## config.mk

```make
export PLATFORM = sky130hd
export DESIGN_NAME = dcc_mailbox
export DESIGN_NICKNAME = d
export VERILOG_FILES = /design/src/rtl/dcc_mbox_pkg.sv /design/src/rtl/dcc_dbg_decode.sv /design/src/rtl/dcc_mbox_slot.sv /design/src/rtl/dcc_ctrl_word.sv /design/src/rtl/dcc_mailbox.sv
export SDC_FILE = /design/constraint.sdc
export NUM_CORES = 1
export LEC_CHECK = 0
export CAP_MARGIN = 0
export CORE_AREA = 8 8 97 99
export DETAILED_ROUTE_END_ITERATION = 8
export DIE_AREA = 0 0 105 107
export PLACE_DENSITY = 0.95
export SLEW_MARGIN = 10
export SYNTH_ARGS = -nofsm -noshare
export SYNTH_HDL_FRONTEND = slang
export SYNTH_SLANG_ARGS = --single-unit
```

## constraint.sdc

```tcl
create_clock -name clk -period 3.7 [get_ports clk]
set_input_delay 0.74 -clock clk [delete_from_list [all_inputs] [get_ports clk]]
set_output_delay 0.74 -clock clk [all_outputs]
set_load 0.02 [all_outputs]
```

## src/rtl/dcc_mbox_pkg.sv

```systemverilog
package dcc_mbox_pkg;
  // which host register an access targets
  typedef enum logic [1:0] {
    SEL_NONE = 2'd0,
    SEL_CTRL = 2'd1,
    SEL_DATA = 2'd2
  } dbg_sel_e;

  // handshake flags of the two slots
  typedef struct packed {
    logic c2h_full;  // W
    logic h2c_full;  // R
  } mbox_flags_t;
endpackage

```

## src/rtl/dcc_dbg_decode.sv

```systemverilog
module dcc_dbg_decode
  import dcc_mbox_pkg::*;
#(
  parameter int ADDR_W    = 5,
  parameter int CTRL_ADDR = 4,
  parameter int DATA_ADDR = 5
) (
  input  logic [ADDR_W-1:0] addr,
  input  logic              wr,
  input  logic              rd,
  output dbg_sel_e          sel,
  output logic              data_wr,
  output logic              data_rd
);
  localparam logic [ADDR_W-1:0] A_CTRL = ADDR_W'(CTRL_ADDR);
  localparam logic [ADDR_W-1:0] A_DATA = ADDR_W'(DATA_ADDR);

  always_comb begin
    if (addr == A_DATA)      sel = SEL_DATA;
    else if (addr == A_CTRL) sel = SEL_CTRL;
    else                     sel = SEL_NONE;
  end

  // only the data register has side effects
  assign data_wr = wr && (sel == SEL_DATA);
  assign data_rd = rd && (sel == SEL_DATA);
endmodule

```

## src/rtl/dcc_mbox_slot.sv

```systemverilog
module dcc_mbox_slot #(
  parameter int DATA_W    = 32,
  parameter bit OVERWRITE = 1'b0  // 1: load into full slot replaces, 0: dropped
) (
  input  logic              clk,
  input  logic              rst_n,
  input  logic              load,
  input  logic [DATA_W-1:0] load_data,
  input  logic              take,
  output logic              can_load,
  output logic              full,
  output logic [DATA_W-1:0] word,
  output logic              overrun
);
  logic accepted;
  logic collide;

  assign can_load = !full || take || OVERWRITE;
  assign accepted = load && can_load;
  // a load meeting a full slot that is not drained this cycle
  assign collide  = load && full && !take;

  always_ff @(posedge clk) begin
    if (!rst_n) begin
      full    <= 1'b0;
      word    <= '0;
      overrun <= 1'b0;
    end else begin
      overrun <= collide;
      if (accepted) begin
        full <= 1'b1;
        word <= load_data;
      end else if (take) begin
        full <= 1'b0;
      end
    end
  end
endmodule

```

## src/rtl/dcc_ctrl_word.sv

```systemverilog
module dcc_ctrl_word
  import dcc_mbox_pkg::*;
#(
  parameter int DATA_W  = 32,
  parameter int FLAG_W  = 6,
  parameter int VER_W   = 4,
  parameter int VERSION = 6
) (
  input  mbox_flags_t       flags,
  output logic [DATA_W-1:0] ctrl
);
  localparam int SPARE_W = FLAG_W - 2;
  localparam int PAD_W   = DATA_W - VER_W - FLAG_W;
  localparam logic [VER_W-1:0] VER_V = VER_W'(VERSION);

  logic [FLAG_W-1:0] flag_field;

  assign flag_field = {{SPARE_W{1'b0}}, flags.c2h_full, flags.h2c_full};

  generate
    if (PAD_W > 0) begin : g_pad
      assign ctrl = {VER_V, {PAD_W{1'b0}}, flag_field};
    end else begin : g_nopad
      assign ctrl = {VER_V, flag_field};
    end
  endgenerate
endmodule

```

## src/rtl/dcc_mailbox.sv

```systemverilog
module dcc_mailbox
  import dcc_mbox_pkg::*;
#(
  parameter int DATA_W    = 32,
  parameter int ADDR_W    = 5,
  parameter int CTRL_ADDR = 4,
  parameter int DATA_ADDR = 5,
  parameter int FLAG_W    = 6,
  parameter int VER_W     = 4,
  parameter int VERSION   = 6
) (
  input  logic              clk,
  input  logic              rst_n,
  input  logic [ADDR_W-1:0] dbg_addr,
  input  logic              dbg_wr,
  input  logic              dbg_rd,
  input  logic [DATA_W-1:0] dbg_wdata,
  output logic [DATA_W-1:0] dbg_rdata,
  output logic              core_rx_valid,
  input  logic              core_rx_ready,
  output logic [DATA_W-1:0] core_rx_data,
  input  logic              core_tx_valid,
  output logic              core_tx_ready,
  input  logic [DATA_W-1:0] core_tx_data,
  output logic [DATA_W-1:0] core_ctrl,
  output logic              h2c_overrun,
  output logic              c2h_overrun
);
  dbg_sel_e          sel;
  logic              data_wr;
  logic              data_rd;
  logic              rx_fire;
  logic              h2c_can_load;
  logic              h2c_full;
  logic              c2h_full;
  logic [DATA_W-1:0] h2c_word;
  logic [DATA_W-1:0] c2h_word;
  mbox_flags_t       flags;

  dcc_dbg_decode #(
    .ADDR_W(ADDR_W), .CTRL_ADDR(CTRL_ADDR), .DATA_ADDR(DATA_ADDR)
  ) u_dec (
    .addr(dbg_addr), .wr(dbg_wr), .rd(dbg_rd),
    .sel(sel), .data_wr(data_wr), .data_rd(data_rd)
  );

  assign rx_fire = core_rx_valid && core_rx_ready;

  // host to core: a host write into a full slot replaces the word
  dcc_mbox_slot #(.DATA_W(DATA_W), .OVERWRITE(1'b1)) u_h2c (
    .clk(clk), .rst_n(rst_n),
    .load(data_wr), .load_data(dbg_wdata), .take(rx_fire),
    .can_load(h2c_can_load), .full(h2c_full), .word(h2c_word),
    .overrun(h2c_overrun)
  );

  // core to host: a core push into a full slot is dropped
  dcc_mbox_slot #(.DATA_W(DATA_W), .OVERWRITE(1'b0)) u_c2h (
    .clk(clk), .rst_n(rst_n),
    .load(core_tx_valid), .load_data(core_tx_data), .take(data_rd),
    .can_load(core_tx_ready), .full(c2h_full), .word(c2h_word),
    .overrun(c2h_overrun)
  );

  assign flags.h2c_full = h2c_full;
  assign flags.c2h_full = c2h_full;

  dcc_ctrl_word #(
    .DATA_W(DATA_W), .FLAG_W(FLAG_W), .VER_W(VER_W), .VERSION(VERSION)
  ) u_ctrl (
    .flags(flags), .ctrl(core_ctrl)
  );

  assign core_rx_valid = h2c_full;
  assign core_rx_data  = h2c_word;

  always_comb begin
    unique case (sel)
      SEL_DATA: dbg_rdata = c2h_word;
      SEL_CTRL: dbg_rdata = core_ctrl;
      default:  dbg_rdata = '0;
    endcase
  end

  // the host-to-core slot always accepts; its ready is not a port
  logic unused_ok;
  assign unused_ok = h2c_can_load;
endmodule

```

# [Yosys cells after proc, flatten, opt, wreduce, memory -nomap -nowiden]
# Cells that the tools add are included.
[totals] ff_bits=68 latchBits=0 ramBits=0 romBits=0 inputBits=75 out_inout_bits=100 wordCells=31 n_memories=0
[classes] addsub=0 multipliers=0 n_div=0 order_cmp=0 n_eq_ne=4 shift=0 muxes=7 bitwise_logic=0 n_reduce_logical=14
[ops] operator="$pmux 32 s2" n=1
[ops] operator="$eq 5x3->1 const B" n=2
[ops] operator="$logic_and 1x1->1" n=8
[ops] operator="$mux 1" n=5
[ops] operator="$reduce_bool 2->1" n=2
[ops] operator="$logic_not 1->1" n=3
[ops] operator="$eq 2x1->1 const B" n=1
[ops] operator="$eq 2x2->1 const B" n=1
[ops] operator="$mux 2" n=1
[ops] operator="$logic_or 1x1->1" n=1

# [Logic depth before layout (Yosys ltp)]
# Gate-level depths: netlist (run 1).
[logic_depth] ltp_word=8 depth_mapped=5 depth_no_buf=3

# [Hierarchy]
# A second synthesis (run 1) with hierarchy kept.
[hier_totals] cells_unflattened=373 hier_area_um2=3489.6
[by_module_without_submodules] mod="dcc_mbox_slot at u_c2h" n_inst=1 cells_per_inst=146 area_each_um2=1381.3 seq_area_each_um2=680.7
[by_module_without_submodules] mod="dcc_mbox_slot at u_h2c" n_inst=1 cells_per_inst=110 area_each_um2=1315.0 seq_area_each_um2=680.7
[by_module_without_submodules] mod="dcc_mailbox" n_inst=1 cells_per_inst=78 area_each_um2=496.7 seq_area_each_um2=0.0
[by_module_without_submodules] mod="dcc_ctrl_word" n_inst=1 cells_per_inst=34 area_each_um2=247.7 seq_area_each_um2=0.0
[by_module_without_submodules] mod="dcc_dbg_decode" n_inst=1 cells_per_inst=5 area_each_um2=48.8 seq_area_each_um2=0.0

# [Least setup slack after synthesis (run 1)]
# No wires, ideal clock.
[synth_timing] kind="input port to output port" from="input dbg_addr[4]" to="output dbg_rdata[17]" t_arrival_ns=1.904 required_time_ns=2.960 slack_ns=1.056 stages=4 path_buffers=2 cell_sequence="nor4b_1 > clkbuf_1 > clkbuf_1 > and3_1"
[synth_between] elab_chain_len=5 elab_cells_between_ends=7 classes_between="4 x eq/ne; 3 x mux"
[synth_rtl] element="from (decl)" line="dcc_mailbox.sv:14" source="input logic [ADDR_W-1:0] dbg_addr,"
[synth_rtl] element="$eq 5x3->1" line="dcc_dbg_decode.sv:20" source="else if (addr == A_CTRL) sel = SEL_CTRL;"
[synth_rtl] element="$mux 1" line="dcc_dbg_decode.sv:20"
[synth_rtl] element="$mux 2 (*)" line="dcc_dbg_decode.sv:19" source="if (addr == A_DATA) sel = SEL_DATA;"
[synth_rtl] element="$eq 2x1->1 / $eq 2x2->1 (equally long branches)" line="dcc_mailbox.sv:78" source="unique case (sel)"
[synth_rtl] element="$pmux 32 s2 (*)" line="dcc_mailbox.sv:78"
[synth_rtl] element="to (decl)" line="dcc_mailbox.sv:18" source="output logic [DATA_W-1:0] dbg_rdata,"
# Mark *: on every way between the ends. The rest lies on a longest branch, timed or not.

# [Final worst setup path (run 1)]
[layout_timing] from="input dbg_addr[4]" to="output dbg_rdata[1]"
# The elaborated chain is that of the path after synthesis.

==> results of run 1 <==
-- final timing paths --
check,start,to,depth (start not counted)
setup / recovery,dbg_addr[4],dbg_rdata[1],4
hold / removal,u_c2h.word[0]$_SDFFE_PN0P_,u_c2h.word[0]$_SDFFE_PN0P_,2
setup reg to reg,u_c2h.full$_SDFFE_PN0P_,u_c2h.word[28]$_SDFFE_PN0P_,4
hold reg to reg,u_c2h.word[0]$_SDFFE_PN0P_,u_c2h.word[0]$_SDFFE_PN0P_,2
-- layer usage --
| layer | share of wire | GRT usage | vias up | wire, µm |
|---|---|---|---|---|
| met2 | 0.48 | 0.261 | 120 | 4270 |
| met1 | 0.40 | 0.158 | 1264 | 3570 |
| li1 | - | - | 1391 | - |
| met5 | 0 | 0 | - | 0 |
| met4 | 0.015 | 0.0520 | 0 | 137 |
| met3 | 0.11 | 0.0822 | 16 | 1000 |
-- per-stage QoR --
step                      worst slack [ns]  cell area (µm²)  instances
final                                0.139             4740        609
after global routing                 0.117             4740        609
after CTS                            0.152             4740        609
after detailed placement             0.162             4530        593
after global placement               0.186             4530        593
after floorplan                       1.06             3410        402
-- kinds of logic after synthesis --
logic type,Yosys count,share of synthesized area
multiplexers,66,0.200
flip-flops,68,0.412
AND/OR/NAND/NOR,165,0.215
other,2,0.00228
buffers and inverters,67,0.154
AO/OA/AOI/OAI,6,0.0167
-- state kept, by name, indices dropped and copies added, names as in the netlist --
name	count
u_h2c.overrun	1
u_h2c.full	1
u_c2h.full	1
u_h2c.word	32
u_c2h.overrun	1
u_c2h.word	32
-- area by class of cell --
type | count | area share
clock buffers | 11 | 0.0319
multi-input cells | 267 | 0.327
well taps | 105 | 0.0277
repair buffers | 148 | 0.310
inverters | 5 | 0.00396
flip-flops and latches | 68 | 0.287
clock inverters | 5 | 0.0127
-- layout by cell type (no fill, tap or decap), types with 3 or more instances in the layout --
cell type	instances
sky130_fd_sc_hd__mux2i_1	66
sky130_fd_sc_hd__inv_1	5
sky130_fd_sc_hd__conb_1	30
sky130_fd_sc_hd__dfxtp_1	68
sky130_fd_sc_hd__clkbuf_8	11
sky130_fd_sc_hd__a21oi_1	3
sky130_fd_sc_hd__and3_1	29
sky130_fd_sc_hd__nand2_1	128
sky130_fd_sc_hd__buf_4	5
sky130_fd_sc_hd__clkinvlp_4	4
sky130_fd_sc_hd__clkdlybuf4s50_1	143
-- power by group through the flow --
stage / clock network (W) / registers, W / logic [W]
finish: 0.000628 / 0.000769 / 0.000231
floorplan: 0 / 0.000787 / 0.000160
global route: 0.000688 / 0.000772 / 0.000252
global placement: 0 / 0.000785 / 0.000224
detailed placement: 0 / 0.000786 / 0.000231
CTS: 0.000657 / 0.000769 / 0.000232
-- worst reg2reg max path: stages, from the launching register on --
cell,delay (ns)
sky130_fd_sc_hd__dfxtp_1,0.37
sky130_fd_sc_hd__inv_1,0.10
sky130_fd_sc_hd__a2bb2oi_4,0.46
sky130_fd_sc_hd__buf_4,0.43
sky130_fd_sc_hd__mux2i_1,0.24
==> results, run 1 <==
- By count the netlist is led by sky130_fd_sc_hd__nand2_1, sky130_fd_sc_hd__dfxtp_1, sky130_fd_sc_hd__mux2i_1.
- Walking the worst path, the cells encountered are clkdlybuf4s50_1 > or4b_1 > nor2_1 > clkdlybuf4s50_1.
- The die width is 105 µm.
- STA classifies the critical path endpoint as an output port.
- By area the synthesized netlist is led by sky130_fd_sc_hd__dfxtp_1, sky130_fd_sc_hd__mux2i_1, sky130_fd_sc_hd__nand2_1.
- The routed design could run at a clock period as short as around 3.6 ns.
- Along the worst path, the maximum fanout reaches 5.
- The area overhead of the layout relative to synthesis is 43.6%.
- In this run, synthesis produced a sequential element count of slightly below 70.
- The number of nets with antenna violations after detailed routing is 0.
- The required time reported for the critical path endpoint is 2.96 ns.
- Setup repair after global routing left no endpoint under its margin.
- The number of global-route vias before repair came to around 2900.
- The repair_antennas step left the layout with diodes totalling 0.
- The count of port buffers added during placement is 144.
- In the final design database the tool counted 574 nets.
- The internal portion of the total power is about 0.0012 W.
- Summed over all instances, the cell type with the most area after synthesis is sky130_fd_sc_hd__dfxtp_1.
- The per-cell via count in the routed design is between 4 and 5.
- For this run, the share of the core covered by cells in the final layout is 0.598.
- The net switching power of the design is approximately 0.0004 W.
- The clock insertion delay at the later pin of the skew report is ~0.33 ns.
- In the final timing run, aggregate negative setup slack is 0 ns.
- The count of yosys warnings during synthesis is 0.
- The post-synthesis async set-or-reset flop share is 0.
- The arrival time reported for the critical path endpoint is 2.82 ns.
- The post-CTS setup-driven buffer insertion count is 0.
- Across every metal layer, demand over resource in global routing totals 0.153.
- For this run, design rule violations remaining after detail routing come to 0.
- In this run, the number of DRC markers left after iteration 0 of detailed routing was 67.
- The largest net degree at the start of global routing is 132.
- The CTS tree is built.
- Of the total power, combinational logic draws 0.142.
- The clock net in this run drives a total of approximately 70 sinks.
- The power density normalized to cell area is 344 nW/µm².
- The critical path start-end classification is in -> out.
- The fraction of power spent switching nets is 0.250.
- The total power is about 0.0016 W.
- The number of buffers and inverters on the critical path is 2.
- Synthesis handed over a netlist of 374 instances.
- The count of instances resized after the clock tree is built is 0.
- In this run the static leakage power is ~2.3 nW.
- The count of maximum capacitance violations is 0.
- The core region is around 8000 µm².
- Among all cell types in the netlist, the one instantiated most often is sky130_fd_sc_hd__nand2_1.
- Of the total power, registers draw 0.472.
- The worst min-delay path category is reg -> reg.
- The sequential cell area is between 1000 and 1500 µm².
- The filler cells instantiated in the layout total between 600 and 700.
- Headroom to the max-slew limit came out at 0.233.
- In this run, synthesis inferred 0 flip-flops with an integrated enable.
- The number of H-tree levels is 3.
- The total overflow left after global routing is 0.
- The share of the yosys chip area belonging to registers is 0.412.
- In the final layout, the share of cells above drive strength 1 is 0.0476.
- For the pin with the worst max-slew slack, the measured transition is between 1 and 1.5 ns.
- The via count is approximately 2800.
- For this design, the CTS-stage hold fixing added 0 buffers.
- The library cell appearing most often on the critical path is sky130_fd_sc_hd__clkdlybuf4s50_1.
- The number of max-slew violations in the final report is 0.
- The critical path's slowest cell is sky130_fd_sc_hd__or4b_1.
- The synthesized area divided by synthesized cell count is between 8 and 9 µm².
- The critical path's top delay family is buffers and inverters.
- The final estimated routing congestion in global placement is around 0.70.
- Dividing the final minimum period by the clock period gives 0.962.
- The worst-case vdd ir drop is around 180 µV.
- The die height is between 100 and 150 µm.
- The clock transition at the registers of the reported paths is 0.07 ns.
- Detailed placement ended at an HPWL of about 6700 µm.
- The floorplan step defined a die boundary enclosing around 11000 µm².
- The main flop type after synthesis is sky130_fd_sc_hd__dfxtp_1.
- In the final routed layout, each cell accounts on average for 14.7 µm.
- In this run the register-to-register setup slack is about 2.0 ns.
- The cell area that synthesis handed to floorplanning was 3300 µm².
- In this run the count of I/O pins placed on the die edge is around 180.
- The share of synthesized area in the top cell type comes to 0.412.
- The multi-input combinational cells in the finished layout cover a total of around 1500 µm².
- The maximum single-stage delay on the critical path is ~0.75 ns.
- Hold is met by ~0.46 ns.
- The part of the total power dissipated in the clock network is 0.386.
- The library cell used as clock root buffer is sky130_fd_sc_hd__clkbuf_8.
- The count of final setup violators is 0.
- Wires add up to ~9000 µm.
- The final setup skew is approximately 0.0048 ns.
- The starting density of the core is 0.416.
- The flow ran to the end, and the final reports show no timing, DRC or antenna violations.
- The maximum clock path buffer count is 2.
- The initial antenna violation count came to 0.
- The timing-limited maximum frequency is 0.281 GHz.
- The total clock buffers created by CTS is 9.
- The first-pass GRT wire length is 14200 µm.
- The floorplan has 33 rows.
- For this run, the detailed router's first-pass iteration total came to 4.
- The total count of hold-check failures in the final report is 0.
- In this run, distinct cell masters in the synthesized netlist total 23.
- The worst setup path is launched from an input port.
Note: power is estimated with default switching activity, not from simulation.
==> run 2: changes to the inputs <==
--- a/config.mk
+++ b/config.mk
@@ -10,5 +10,5 @@
 export DETAILED_ROUTE_END_ITERATION = 8
 export DIE_AREA = 0 0 105 107
-export PLACE_DENSITY = 0.95
+export PLACE_DENSITY_LB_ADDON = 0.12
 export SLEW_MARGIN = 10
 export SYNTH_ARGS = -nofsm -noshare
==> constraint.sdc (replaced) <==
create_clock -name clk -period 3.7 [get_ports clk]
set_input_delay 0.74 -clock clk [delete_from_list [all_inputs] [get_ports clk]]
set_output_delay 0.74 -clock clk [all_outputs]
set_load 0.01 [all_outputs]
==> run 2 against run 1 <==
Global-route usage is 0.62 points lower. Sequential power hardly changed. Clock power is 13% lower. Clock skew is 0.0028 ns higher. Sequential share of layout area is 0.17 points higher. Cell area is 0.58% lower. Critical endpoint is now dbg_rdata[29].
==> results, run 2 (same netlist as run 1, synthesis figures left out) <==
- The total clock buffers created by CTS is 9 (unchanged).
- The area of the die is 11200 µm² (unchanged).
- The DRC violations left is 0 (unchanged).
- The number of buffers added to fix hold violations after cts is 0 (unchanged).
- The part of the total power dissipated in the clock network is 0.356 (-0.030).
- The final estimated routing congestion in global placement is 0.684 (-2.6%).
- The die height came to 107 µm (unchanged).
- The maximum clock path buffer count is 2 (unchanged).
- In the layout the commonest cells are sky130_fd_sc_hd__clkdlybuf4s50_1, sky130_fd_sc_hd__nand2_1, sky130_fd_sc_hd__dfxtp_1.
- The layout filler cell count is 732 (+7.2%).
- The maximum fanout encountered on the critical timing path is 5 (unchanged).
- The total routing resource utilization after global routing is 0.147 (-0.00623).
- The number of design-rule violations left by the first detailed-router iteration was 66 (-1.5%).
- The cell count after placement is 595 (+0.34%).
- The first-pass GRT wire length is 13500 µm (-4.9%).
- The via count is 2723 (-2.4%).
- The combinational fraction of design power is 0.139 (-0.003).
- The aggregate global routing overflow is 0 (unchanged).
- The final core utilization is 0.595 (-0.00347).
- The final design area excluding fillers is 4710 µm² (-0.58%).
- From synthesis to final layout, the design area changed by 42.8%.
- The number of nets at the end of the flow is 576 (+0.35%).
- The number of clock sinks was 68 (unchanged).
- The timing-limited maximum frequency came to 0.300 GHz (+6.7%).
- The initial antenna violation count is 0 (unchanged).
- The number of H-tree levels is 3 (unchanged).
- Setup repair after global routing left no endpoint under its margin.
- The number of nets with antenna violations after detailed routing came to 0 (unchanged).
- The flow ran to the end, and the final reports show no timing, DRC or antenna violations.
- The die width was 105 µm (unchanged).
- The worst slack after detailed placement is 0.369 ns (+0.207 ns).
- The worst min-delay path category is reg -> reg.
- The ratio of cells with drive above 1 in the final layout was 0.0455 (-0.00207).
- The power density normalized to cell area was 324 nW/µm² (-5.8%).
- The count of maximum capacitance violations is 0 (unchanged).
- The CTS tree is built.
- The worst-case headroom to the max-slew limit was 0.511 (+0.278).
- The final cell count without fillers is 610 (+0.16%).
- The arrival time reported for the critical path endpoint is 2.60 ns (-0.22 ns).
- The number of detailed-route iterations in the first pass is 4 (unchanged).
- In this run the clock root is driven by a sky130_fd_sc_hd__clkbuf_8.
- The net switching power of the design is 0.000376 W (-7.9%).
- The required time reported for the critical path endpoint is 2.96 ns (about the same).
- The setup slack after layout came to 0.363 ns (+0.224 ns).
- The worst setup path is launched from an input port.
- The area after detailed placement is 4540 µm² (+0.33%).
- The wire length per cell after detailed routing was 13.9 µm (-5.5%).
- In the final layout, the registers with the most flip-flops are u_c2h.word (32), u_h2c.word (32).
- The final antenna diode count is 0 (unchanged).
- The total detailed-routing wirelength was 8500 µm (-5.3%).
- The internal power contribution came to 0.00115 W (-5.9%).
- The total I/O pin count is 175 (unchanged).
- The clock transition at the registers of the reported paths came to 0.07 ns (about the same).
- The site row count is 33 (unchanged).
- The total count of hold-check failures in the final report is 0 (unchanged).
- The number of max-slew violations in the final report is 0 (unchanged).
- The transition time of the tightest slew-check pin is 0.734 ns (-0.416 ns).
- The clock insertion delay at the later pin of the skew report came to 0.34 ns (about the same).
- The count of instances resized after the clock tree is built is 0 (unchanged).
- The shortest clock period the worst path allows after layout is 3.34 ns (-0.224 ns).
- The post-CTS setup-driven buffer insertion count is 0 (unchanged).
- The starting density of the core came to 0.416 (unchanged).
- The number of global-route vias before repair came to 2788 (-3.7%).
- The per-cell via count in the routed design was 4.46 (-2.6%).
- The accumulated negative setup slack is 0 ns (unchanged).
- The final setup skew was 0.00760 ns (+0.00283 ns).
- The most common cell after layout, fill and taps aside is sky130_fd_sc_hd__clkdlybuf4s50_1.
- The sequential power share is 0.504 (+0.032).
- The share of the clock period used by the worst path came to 0.902 (-0.0606).
- The placeable core area was 7930 µm² (unchanged).
- The fraction of power spent switching nets came to 0.246 (-0.00413).
- The worst-case vdd ir drop is 177 µV (-0.89%).
- The largest net degree at the start of global routing was 79 (-40%).
- The count of final setup violators is 0 (unchanged).
- The count of port buffers added during placement is 144 (unchanged).
- The leakage dissipation came to 2.26 nW (+0.23%).
- The critical path start-end classification is in -> out.
- The worst setup path is captured at an output port.
- The HPWL after detailed placement is 6200 µm (-7.8%).
run 2: worst max-delay path, cell delays in order:
cell	delay [ns]
sky130_fd_sc_hd__clkdlybuf4s50_1	0.44
sky130_fd_sc_hd__or4b_1	0.68
sky130_fd_sc_hd__a21oi_1	0.17
sky130_fd_sc_hd__clkdlybuf4s50_1	0.56
run 2: metrics by stage:
stage | power [W] | hold slack, ns
final | 0.00153 | 0.456
after global routing | 0.00160 | 0.481
after CTS | 0.00154 | 0.460
after detailed placement | 0.000998 | 0.450
after global placement | 0.000994 | 0.440
after floorplan | 0.000928 | 0.434
run 2: layout make-up:
class	count	area, µm²	area share
inverter	5	18.8	0.00398
multi-input combinational	267	1550	0.329
timing repair buffer	150	1480	0.315
clock buffer	13	159	0.0337
sequential	68	1360	0.289
tap	105	131	0.0279
clock inverter	2	10.0	0.00212
run 2: routing by layer:
layer,share of wire,GRT usage
met5,0,0
met3,0.10,0.0738
met1,0.43,0.160
met2,0.46,0.241
met4,0.013,0.0550
run 2: final timing paths:
kind | startpoint | to | slack (ns) | cells past startpoint
setup reg to reg | u_c2h.full$_SDFFE_PN0P_ | u_c2h.word[5]$_SDFFE_PN0P_ | 1.96 | 4
hold / removal | u_c2h.word[24]$_SDFFE_PN0P_ | u_c2h.word[24]$_SDFFE_PN0P_ | 0.46 | 2
setup / recovery | dbg_addr[4] | dbg_rdata[29] | 0.36 | 4
hold reg to reg | u_c2h.word[24]$_SDFFE_PN0P_ | u_c2h.word[24]$_SDFFE_PN0P_ | 0.46 | 2
run 2: power by group through the flow:
stage	Clock (W)	Sequential (W)	Combinational, W
floorplan	0	0.000785	0.000143
global route	0.000599	0.000773	0.000233
CTS	0.000560	0.000769	0.000214
detailed placement	0	0.000786	0.000213
finish	0.000544	0.000769	0.000213
global placement	0	0.000785	0.000210
